## src/rtl/bitsync_pkg.sv

```systemverilog
package bitsync_pkg;

    typedef struct packed {
        logic early;
        logic late;
    } dir_flags_t;

    typedef enum logic [1:0] {
        STEP_SHORT = 2'd0,
        STEP_NOMINAL = 2'd1,
        STEP_LONG = 2'd2
    } step_e;

    // Early alone shortens; late alone lengthens; none or both keep nominal.
    function automatic step_e pick_step(dir_flags_t f);
        if (f.early && !f.late) return STEP_SHORT;
        if (f.late && !f.early) return STEP_LONG;
        return STEP_NOMINAL;
    endfunction

endpackage

```

## src/rtl/bitsync_edge_detect.sv

```systemverilog
module bitsync_edge_detect (
    input  logic clk,
    input  logic rst,
    input  logic en,
    input  logic data_in,
    output logic trans
);
    logic prev_q;

    always_ff @(posedge clk) begin
        if (rst) prev_q <= 1'b0;
        else if (en) prev_q <= data_in;
    end

    assign trans = data_in ^ prev_q;
endmodule

```

## src/rtl/bitsync_phase_classify.sv

```systemverilog
module bitsync_phase_classify
    import bitsync_pkg::*;
#(
    parameter int N  = 12,
    parameter int X  = 1,
    parameter int CW = 4
) (
    input  logic          clk,
    input  logic          rst,
    input  logic          en,
    input  logic          trans,
    input  logic          wrap,
    input  logic [CW-1:0] cnt,
    output dir_flags_t    flags_nxt,
    output dir_flags_t    flags_q
);
    // early when 2c < N-X, late when 2c > N+X
    localparam logic [CW-1:0] EARLY_BELOW = CW'((N - X + 1) / 2);
    localparam logic [CW-1:0] LATE_ABOVE  = CW'((N + X) / 2);

    always_comb begin
        flags_nxt = flags_q;
        if (trans && (cnt < EARLY_BELOW)) flags_nxt.early = 1'b1;
        if (trans && (cnt > LATE_ABOVE))  flags_nxt.late  = 1'b1;
    end

    always_ff @(posedge clk) begin
        if (rst)            flags_q <= '0;
        else if (en) begin
            if (wrap)       flags_q <= '0;
            else            flags_q <= flags_nxt;
        end
    end
endmodule

```

## src/rtl/bitsync_phase_counter.sv

```systemverilog
module bitsync_phase_counter
    import bitsync_pkg::*;
#(
    parameter int N  = 12,
    parameter int X  = 1,
    parameter int CW = 4
) (
    input  logic          clk,
    input  logic          rst,
    input  logic          en,
    input  step_e         step,
    output logic [CW-1:0] cnt_q,
    output logic          wrap,
    output logic          strobe_q
);
    localparam logic [CW-1:0] LAST_SHORT = CW'(N - 1 - X);
    localparam logic [CW-1:0] LAST_NOM   = CW'(N - 1);
    localparam logic [CW-1:0] LAST_LONG  = CW'(N - 1 + X);

    logic [CW-1:0] last;

    always_comb begin
        unique case (step)
            STEP_SHORT: last = LAST_SHORT;
            STEP_LONG:  last = LAST_LONG;
            default:    last = LAST_NOM;
        endcase
    end

    assign wrap = (cnt_q >= last);

    always_ff @(posedge clk) begin
        if (rst) begin
            cnt_q    <= '0;
            strobe_q <= 1'b0;
        end else begin
            strobe_q <= en && wrap;
            if (en) cnt_q <= wrap ? '0 : cnt_q + 1'b1;
        end
    end
endmodule

```

## src/rtl/bitsync_dpll.sv

```systemverilog
module bitsync_dpll
    import bitsync_pkg::*;
#(
    parameter int N = 12,
    parameter int X = 1
) (
    input  logic clk,
    input  logic rst,
    input  logic sample_en,
    input  logic data_in,
    output logic rec_clk,
    output logic bit_strobe
);
    localparam int CW = $clog2(N + X + 1);
    localparam logic [CW-1:0] HALF = CW'(N / 2);

    logic          trans;
    logic          wrap;
    logic [CW-1:0] phase_cnt;
    dir_flags_t    flags_nxt;
    dir_flags_t    flags_q;
    step_e         step;

    bitsync_edge_detect u_edge (
        .clk     (clk),
        .rst     (rst),
        .en      (sample_en),
        .data_in (data_in),
        .trans   (trans)
    );

    bitsync_phase_classify #(.N(N), .X(X), .CW(CW)) u_class (
        .clk       (clk),
        .rst       (rst),
        .en        (sample_en),
        .trans     (trans),
        .wrap      (wrap),
        .cnt       (phase_cnt),
        .flags_nxt (flags_nxt),
        .flags_q   (flags_q)
    );

    assign step = pick_step(flags_nxt);

    bitsync_phase_counter #(.N(N), .X(X), .CW(CW)) u_cnt (
        .clk      (clk),
        .rst      (rst),
        .en       (sample_en),
        .step     (step),
        .cnt_q    (phase_cnt),
        .wrap     (wrap),
        .strobe_q (bit_strobe)
    );

    assign rec_clk = (phase_cnt <= HALF);
endmodule

```

## config.mk

```make
export PLATFORM = sky130hd
export DESIGN_NAME = bitsync_dpll
export DESIGN_NICKNAME = d
export VERILOG_FILES = /design/src/rtl/bitsync_pkg.sv /design/src/rtl/bitsync_edge_detect.sv /design/src/rtl/bitsync_phase_classify.sv /design/src/rtl/bitsync_phase_counter.sv /design/src/rtl/bitsync_dpll.sv
export SDC_FILE = /design/constraint.sdc
export NUM_CORES = 1
export LEC_CHECK = 0
export ABC_AREA = 1
export BUFFER_PORTS_ARGS = -buffer_cell sky130_fd_sc_hd__buf_4
export CAP_MARGIN = 10
export CORE_AREA = 2 2 39 41
export CTS_CLUSTER_SIZE = 24
export DETAILED_ROUTE_END_ITERATION = 12
export DIE_AREA = 0 0 41 43
export PLACE_DENSITY = 0.65
export SYNTH_ARGS = -nofsm -noshare
export SYNTH_HDL_FRONTEND = slang
export SYNTH_SLANG_ARGS = --single-unit
```

## constraint.sdc

```tcl
create_clock -name clk -period 4 [get_ports clk]
set_input_delay 0.2 -clock clk [delete_from_list [all_inputs] [get_ports clk]]
set_output_delay 0.2 -clock clk [all_outputs]
set_load 0.03 [all_outputs]
```

==> results.md, run 1 <==
- Result of the run: finished, final reports clean
- Die span in x: 41 um
- Ordered cell list for the critical path: inv_1 -> ha_1 -> o21ai_1 -> inv_1 -> o21ai_0 -> ha_1 -> inv_1 -> ha_1 -> nand2_1 -> inv_1 -> nand2_1 -> nand3_1 -> nand2_1 -> nand2_1 -> nor2_1
- Routed wirelength normalized by instance count: around 9.0 um
- Number of nets in the layout: 85
- Critical path start-end classification: register to register
- Post-synthesis cell type count: 13
- Insertion delay of the later-clocked pin in the worst-skew pair: about 250 ps
- Cell with the largest stage delay on the worst path: dfxtp_1
- Adder and majority gate portion of the synthesized area: roughly 16%
- Worst Max-Slew Pin Slew: between 200 and 250 ps
- Setup crit end kind: register
- Maximum frequency from static timing analysis: about 0.44 GHz
- Fill count: ~150
- Core ar.: around 1400 um^2
- Fraction of power consumed by sequential logic: between 50% and 60%
- Max incr delay on CP: 360 ps
- Fraction of the cycle the final worst path needs: 56.7%
- Worst min-delay path category: input pin to register
- Dominant combinational cell family by area after synthesis: simple AND/OR/NAND/NOR gates
- Final wirelength: between 800 and 900 um
- Async S/R FF share, synth: 0%
- Post-synthesis simple-gate area fraction: roughly a quarter
- Number of top-level pins: 6
- Standard-cell row count: 14
- Yosys warnings: 0
- Net switching power figure: 44.1 uW
- CTS tree: built
- Arrival @ worst endpoint: roughly 2500 ps
- Worst hold slack: between 100 and 150 ps
- Antenna Diode Count: 0
- Most used DFF post-synth: dfxtp_1
- All-Layer GR Usage: approximately an eighth
- Initial antenna violation count: 0
- Routability congestion estimate from global placement: 0.807
- Number of gates resized after cts: 0
- Final hold viol count: 0
- Area contributors post-synth: dfxtp_1 (34%), ha_1 (16%), nand2_1 (11%)
- Peak supply drop: around 0.16 mV
- Fraction of synthesized cell area taken by the top area cell type: between 30% and 40%
- Violation count after the first detailed-routing iteration: 3
- Buffers inserted by post-CTS timing repair: 0
- Starting density of the core: 34.4%
- Die boundary height: between 40 and 50 um
- First-pass iteration count of the detailed router: 2
- CTS Root Cell: clkbuf_4
- Leak Pwr: 0.000282 uW
- Fraction of power spent switching nets: 25.6%
- Most used standard cell by instance count after synthesis: nand2_1
- Met3 wire length: 16 um
- Highest fanout seen on the critical path: 6
- DR vias: 380
- Headroom to the max-slew limit: a little over four fifths
- Detailed-route wire length on metal 1: 408 um
- Final antenna-violating net count: 0
- Vias in the first global route: between 300 and 400
- Detail Placement HPWL: between 600 and 700 um
- Worst Setup Start Kind: register
- Most area-hungry cell type in the Yosys netlist: dfxtp_1
- Mux share of post-synthesis cell area: 0%
- Share of final-layout standard cells stronger than drive strength 1: between 10% and 20%
- TritonCTS Sinks: 8
- Xor and xnor area share after synthesis: 9.21%
- Int Power: between 100 and 150 uW
- Max-cap viol count: 0
- Area fraction in compound gates after synthesis: 5.26%
- Highest routed layer: met3
- Number of clock buffers inserted by TritonCTS: 3
- Synthesized netlist cell count: between 60 and 70
- Setup violators final: 0
- Clk_skew: 1.38 ps
- Input/output buffers: 5
- Wire length of the first global-routing pass: 1.50 mm
- Synthesized cell area: 475 um^2
- Clock transition time at the flip-flop clock pins of the worst setup and hold paths: 50 ps
- Sequential element share of the synthesized area: 33.7%
- Die ar.: around 1800 um^2
- Post-route DRC violation count: 0
- Nets in the synthesized netlist: 75
- Setup repair after global routing missed its margin: false
- CTS Hold Bufs: 0
- Number of enable flip-flop cells after synthesis: 0
- Commonest cells post-synth: nand2_1 (14), inv_1 (13), nor2_1 (9)
- Data required, critical path: 4180 ps
- Min Clock Period, post-route: between 2000 and 2500 ps
- Number of pins exceeding their max-slew limit in the final report: 0
- Total of flip-flops plus latches after synthesis: 8
- Deepest level of the CTS H-tree: 1
- Sum of overflow across all layers after global routing: 0
- Average instance area after synthesis: 7.31 um^2
- Share of power burned in combinational logic: about 14%
- Avg Vias per Cell: between 4 and 5
- Layout overhead on the synthesized area: 16.8%
- Met2 WL: about 380 um
- Power density over the cells: around 310 nW/um^2
- Clock Path Buffers: 2
- Clock share of power: 35.4%
- Largest net degree at the start of global routing: 7
- Final sum of negative setup slack: 0 ps
## cell usage in the layout, fill, tap and decap left out
cell type	instances
xnor2_1	2
o21ai_0	4
nor3_4	1
nand2_1	14
inv_1	13
o21ai_1	1
xor2_1	3
nor2_1	9
dfxtp_1	8
nand3_1	2
ha_1	6
clkbuf_4	3
nand4_1	1
buf_4	5
inv_2	1
## sequential cells by signal, summed over array words and instances, names as in the netlist
signal,flops
u_edge.prev_q,1
u_class.flags_q,2
u_cnt.cnt_q,4
u_cnt.strobe_q,1
## power by group through the flow
| stage | clock network [uW] | logic [uW] | registers, uW |
|---|---|---|---|
| 6_report | 61.1 | 24.4 | 87.0 |
| 5_1_grt | 68.4 | 28.8 | 87.4 |
| 4_1_cts | 64.5 | 24.9 | 86.9 |
| 3_5_place_dp | 0 | 24.5 | 88.5 |
| 3_3_place_gp | 0 | 24.5 | 88.5 |
| 2_1_floorplan | 0 | 17.7 | 87.8 |
## critical path: cells and delay by family (launching register included)
| kind | cells | cell delay, ps |
|---|---|---|
| AO/OA/AOI/OAI | 2 | 320 |
| flip-flops | 1 | 360 |
| AND/OR/NAND/NOR | 6 | 570 |
| adder cells (fa/ha/maj) | 3 | 670 |
| buffers and inverters | 4 | 260 |
## kinds of logic (layout without fill, tap and decap cells)
| family | Yosys count | in the layout |
|---|---|---|
| buffers and inverters | 14 | 22 |
| AO/OA/AOI/OAI | 5 | 5 |
| AND/OR/NAND/NOR | 27 | 27 |
| adder cells (fa/ha/maj) | 6 | 6 |
| flip-flops | 8 | 8 |
| XOR/XNOR | 5 | 5 |
## worst paths after layout
check / from / endpoint / slack [ps] / depth (start not counted)
max: u_cnt.cnt_q[0]$_SDFFE_PP0P_ / u_cnt.cnt_q[1]$_SDFFE_PP0P_ / 1730 / 15
min: rst / u_cnt.strobe_q$_SDFF_PP0_ / 110 / 2
max reg2reg: u_cnt.cnt_q[0]$_SDFFE_PP0P_ / u_cnt.cnt_q[1]$_SDFFE_PP0P_ / 1730 / 15
min reg2reg: u_class.flags_q[0]$_SDFFE_PP0P_ / u_class.flags_q[0]$_SDFFE_PP0P_ / 510 / 4
## final cells by class
class	count	area, um^2	share of cell area, %
flip-flops and latches	8	160	28.8
well taps	16	20.0	3.60
inverters	14	52.6	9.46
multi-input cells	43	263	47.3
repair buffers	5	37.5	6.76
clock buffers	3	22.5	4.05
## per-stage QoR
step | instance area, um^2 | worst slack, ps | cells | power (uW) | util [%]
after floorplan | 475 | 1840 | 65 | 105 | -
after global routing | 556 | 1420 | 89 | 185 | 40.1
after CTS | 556 | 1700 | 89 | 176 | 40.1
after global placement | 533 | 1750 | 86 | 113 | 38.5
final | 556 | 1730 | 89 | 172 | 40.1
after detailed placement | 533 | 1710 | 86 | 113 | 38.5
## metal layers
metal  track usage [%]  up-vias
met5                 0        -
met1              16.4      162
met3              3.14        0
met2              18.1        4
li1                  -      214
met4              10.0        0
Note: power is estimated with default switching activity, not from simulation.
==> inputs of run 2 (changes only) <==
--- a/config.mk
+++ b/config.mk
@@ -12,7 +12,7 @@
 export CTS_CLUSTER_SIZE = 24
 export DETAILED_ROUTE_END_ITERATION = 12
 export DIE_AREA = 0 0 41 43
-export PLACE_DENSITY = 0.65
+export PLACE_DENSITY = 0.67
 export SYNTH_ARGS = -nofsm -noshare
 export SYNTH_HDL_FRONTEND = slang
 export SYNTH_SLANG_ARGS = --single-unit
==> constraint.sdc (replaced) <==
create_clock -name clk -period 2 [get_ports clk]
set_input_delay 0.1 -clock clk [delete_from_list [all_inputs] [get_ports clk]]
set_output_delay 0.1 -clock clk [all_outputs]
set_load 0.03 [all_outputs]
==> run 2 against run 1 <==
Effect of this change: critical path depth down 3; clock power up 100%; sequential share of layout area down 7.1 points; first-iteration DRC count up 67%; setup slack worse by 1700 ps; highest routed layer is now met4; design area up 34%.
==> results.md, run 2 (same netlist as run 1, synthesis figures left out) <==
- Worst Max-Slew Pin Slew: 287 ps (+62.7 ps)
- Die boundary height: 43 um (unchanged)
- Share of final-layout standard cells stronger than drive strength 1: 51.2% (+37 points)
- CTS tree: built
- Arrival @ worst endpoint: 2140 ps (-310 ps)
- Clk_skew: 1.22 ps (-0.163 ps)
- Routed wirelength normalized by instance count: 11.5 um (+28%)
- Power density over the cells: 512 nW/um^2 (+65%)
- Die ar.: 1760 um^2 (unchanged)
- DR vias: 467 (+23%)
- Number of clock buffers inserted by TritonCTS: 3 (unchanged)
- Insertion delay of the later-clocked pin in the worst-skew pair: 250 ps (about the same)
- Violation count after the first detailed-routing iteration: 5 (+2)
- Number of pins exceeding their max-slew limit in the final report: 0 (unchanged)
- Core ar.: 1380 um^2 (unchanged)
- Largest net degree at the start of global routing: 7 (unchanged)
- First-pass iteration count of the detailed router: 4 (+2)
- Number of top-level pins: 6 (unchanged)
- Standard-cell row count: 14 (unchanged)
- Setup crit end kind: register
- Deepest level of the CTS H-tree: 1 (unchanged)
- Core occupancy in the finished layout: 54.0% (+14 points)
- Data required, critical path: 2150 ps (-2030 ps)
- Max incr delay on CP: 330 ps (-30 ps)
- Min Clock Period, post-route: 1990 ps (-279 ps)
- Detail Placement HPWL: 651 um (+5.7%)
- Avg Vias per Cell: 4.58 (+7.2%)
- Fraction of the cycle the final worst path needs: 99.6% (+43 points)
- Largest register FFs: 4 (unchanged)
- Final hold viol count: 0 (unchanged)
- CTS Hold Bufs: 0 (unchanged)
- Setup slack after layout: 8.95 ps (-1720 ps)
- Vias in the first global route: 464 (+21%)
- Result of the run: finished, final reports clean
- TritonCTS Sinks: 8 (unchanged)
- Routability congestion estimate from global placement: 0.714 (-12%)
- Place WS: -59.9 ps (-1770 ps)
- Worst min-delay path category: input pin to register
- Post-route DRC violation count: 0 (unchanged)
- Largest reg by FF count: u_cnt.cnt_q
- Top library cells by usage in the layout, fill and taps aside: buf_4 (18), inv_1 (10), nand2_1 (10)
- Maximum frequency from static timing analysis: 0.502 GHz (+14%)
- All-Layer GR Usage: 14.9% (+1.8 points)
- Cell occurring most often along the worst timing path: ha_4
- Leak Pwr: 0.000363 uW (+29%)
- CTS Root Cell: clkbuf_4
- Ordered cell list for the critical path: inv_2 -> ha_4 -> o21ai_2 -> inv_2 -> o21ai_2 -> ha_4 -> ha_4 -> nand4_1 -> nand3_2 -> nand2_2 -> nand2_4 -> nor2_1
- Headroom to the max-slew limit: 80.7% (-4.3 points)
- Die span in x: 41 um (unchanged)
- Input/output buffers: 5 (unchanged)
- Starting density of the core: 34.4% (unchanged)
- Top Registers: u_cnt.cnt_q: 4 flops, u_class.flags_q: 2 flops
- Worst Setup Start Kind: register
- Cell with the largest stage delay on the worst path: dfxtp_2
- Number of standard cells in the layout, taps in and fillers out: 102 (+15%)
- Number of nets in the layout: 98 (+15%)
- Clock Path Buffers: 2 (unchanged)
- Sum of overflow across all layers after global routing: 0 (unchanged)
- Layout overhead on the synthesized area: 57.1%
- Setup repair after global routing missed its margin: true
- Setup violators final: 0 (unchanged)
- Antenna Diode Count: 0 (unchanged)
- Peak supply drop: 0.293 mV (+86%)
- Wire length of the first global-routing pass: 1.70 mm (+13%)
- Max-cap viol count: 0 (unchanged)
- Final antenna-violating net count: 0 (unchanged)
- Highest fanout seen on the critical path: 6 (unchanged)
- Placed Cells: 92 (+7.0%)
- Leading cell type in the layout, fill and taps excluded: buf_4
- Critical path start-end classification: register to register
- Final sum of negative setup slack: 0 ps (unchanged)
- Final wirelength: 1.18 mm (+47%)
- Initial antenna violation count: 0 (unchanged)
- Clock transition time at the flip-flop clock pins of the worst setup and hold paths: 50 ps (about the same)
==> run 2: layout make-up <==
type                            instances  area, um^2
Sequential cell                         8         163
Clock buffer                            3        22.5
Fill cell                             132         637
Multi-Input combinational cell         43         354
Tap cell                               16        20.0
Inverter                               14        52.6
Timing Repair Buffer                   18         135
==> run 2: through the flow <==
stage | total power, uW | hold WS, ps | instance area (um^2)
global placement | 237 | 268 | 584
detailed placement | 239 | 272 | 584
floorplan | 212 | 172 | 482
finish | 382 | 9.03 | 747
global route | 407 | 3.64 | 747
CTS | 365 | 0.442 | 667
==> run 2: worst max-delay path, delay by kind of cell (launching register included) <==
kind	cells	cell delay, ps
buffers and inverters	2	120
adders and majority gates	3	630
and+or+nand+nor	5	460
DFF	1	330
AOI/OAI and AO/OA	2	340
==> run 2: routing by layer <==
metal	track usage, %	vias to the layer above	part of all wire, %
met5	0	-	0
met4	10.0	0	0.85
met2	24.1	14	55
li1	-	243	-
met1	15.8	208	41
met3	3.66	2	3.6
==> run 2: what timing repair did <==
item | 4_1_cts | 5_1_grt
setup endpoints to repair | 6 | 7
resized for setup | 6 | 15
pin swaps | 6 | 9
setup buffers | 5 | 2
==> run 2: final timing paths <==
| check | startpoint | endpoint | slack (ps) | depth (start not counted) |
|---|---|---|---|---|
| max | u_cnt.cnt_q[0]$_SDFFE_PP0P_ | u_cnt.cnt_q[2]$_SDFFE_PP0P_ | 9 | 12 |
| min reg2reg | u_class.flags_q[0]$_SDFFE_PP0P_ | u_class.flags_q[0]$_SDFFE_PP0P_ | 570 | 4 |
| min | rst | u_cnt.strobe_q$_SDFF_PP0_ | 9 | 2 |
| max reg2reg | u_cnt.cnt_q[0]$_SDFFE_PP0P_ | u_cnt.cnt_q[2]$_SDFFE_PP0P_ | 9 | 12 |
==> run 2: power by group <==
part	internal (uW)	total [uW]	switching, uW	leakage, uW
clock network	68.6	123	54.4	0.0000138
logic	40.7	84.6	43.9	0.000284
registers	168	175	6.70	0.0000660
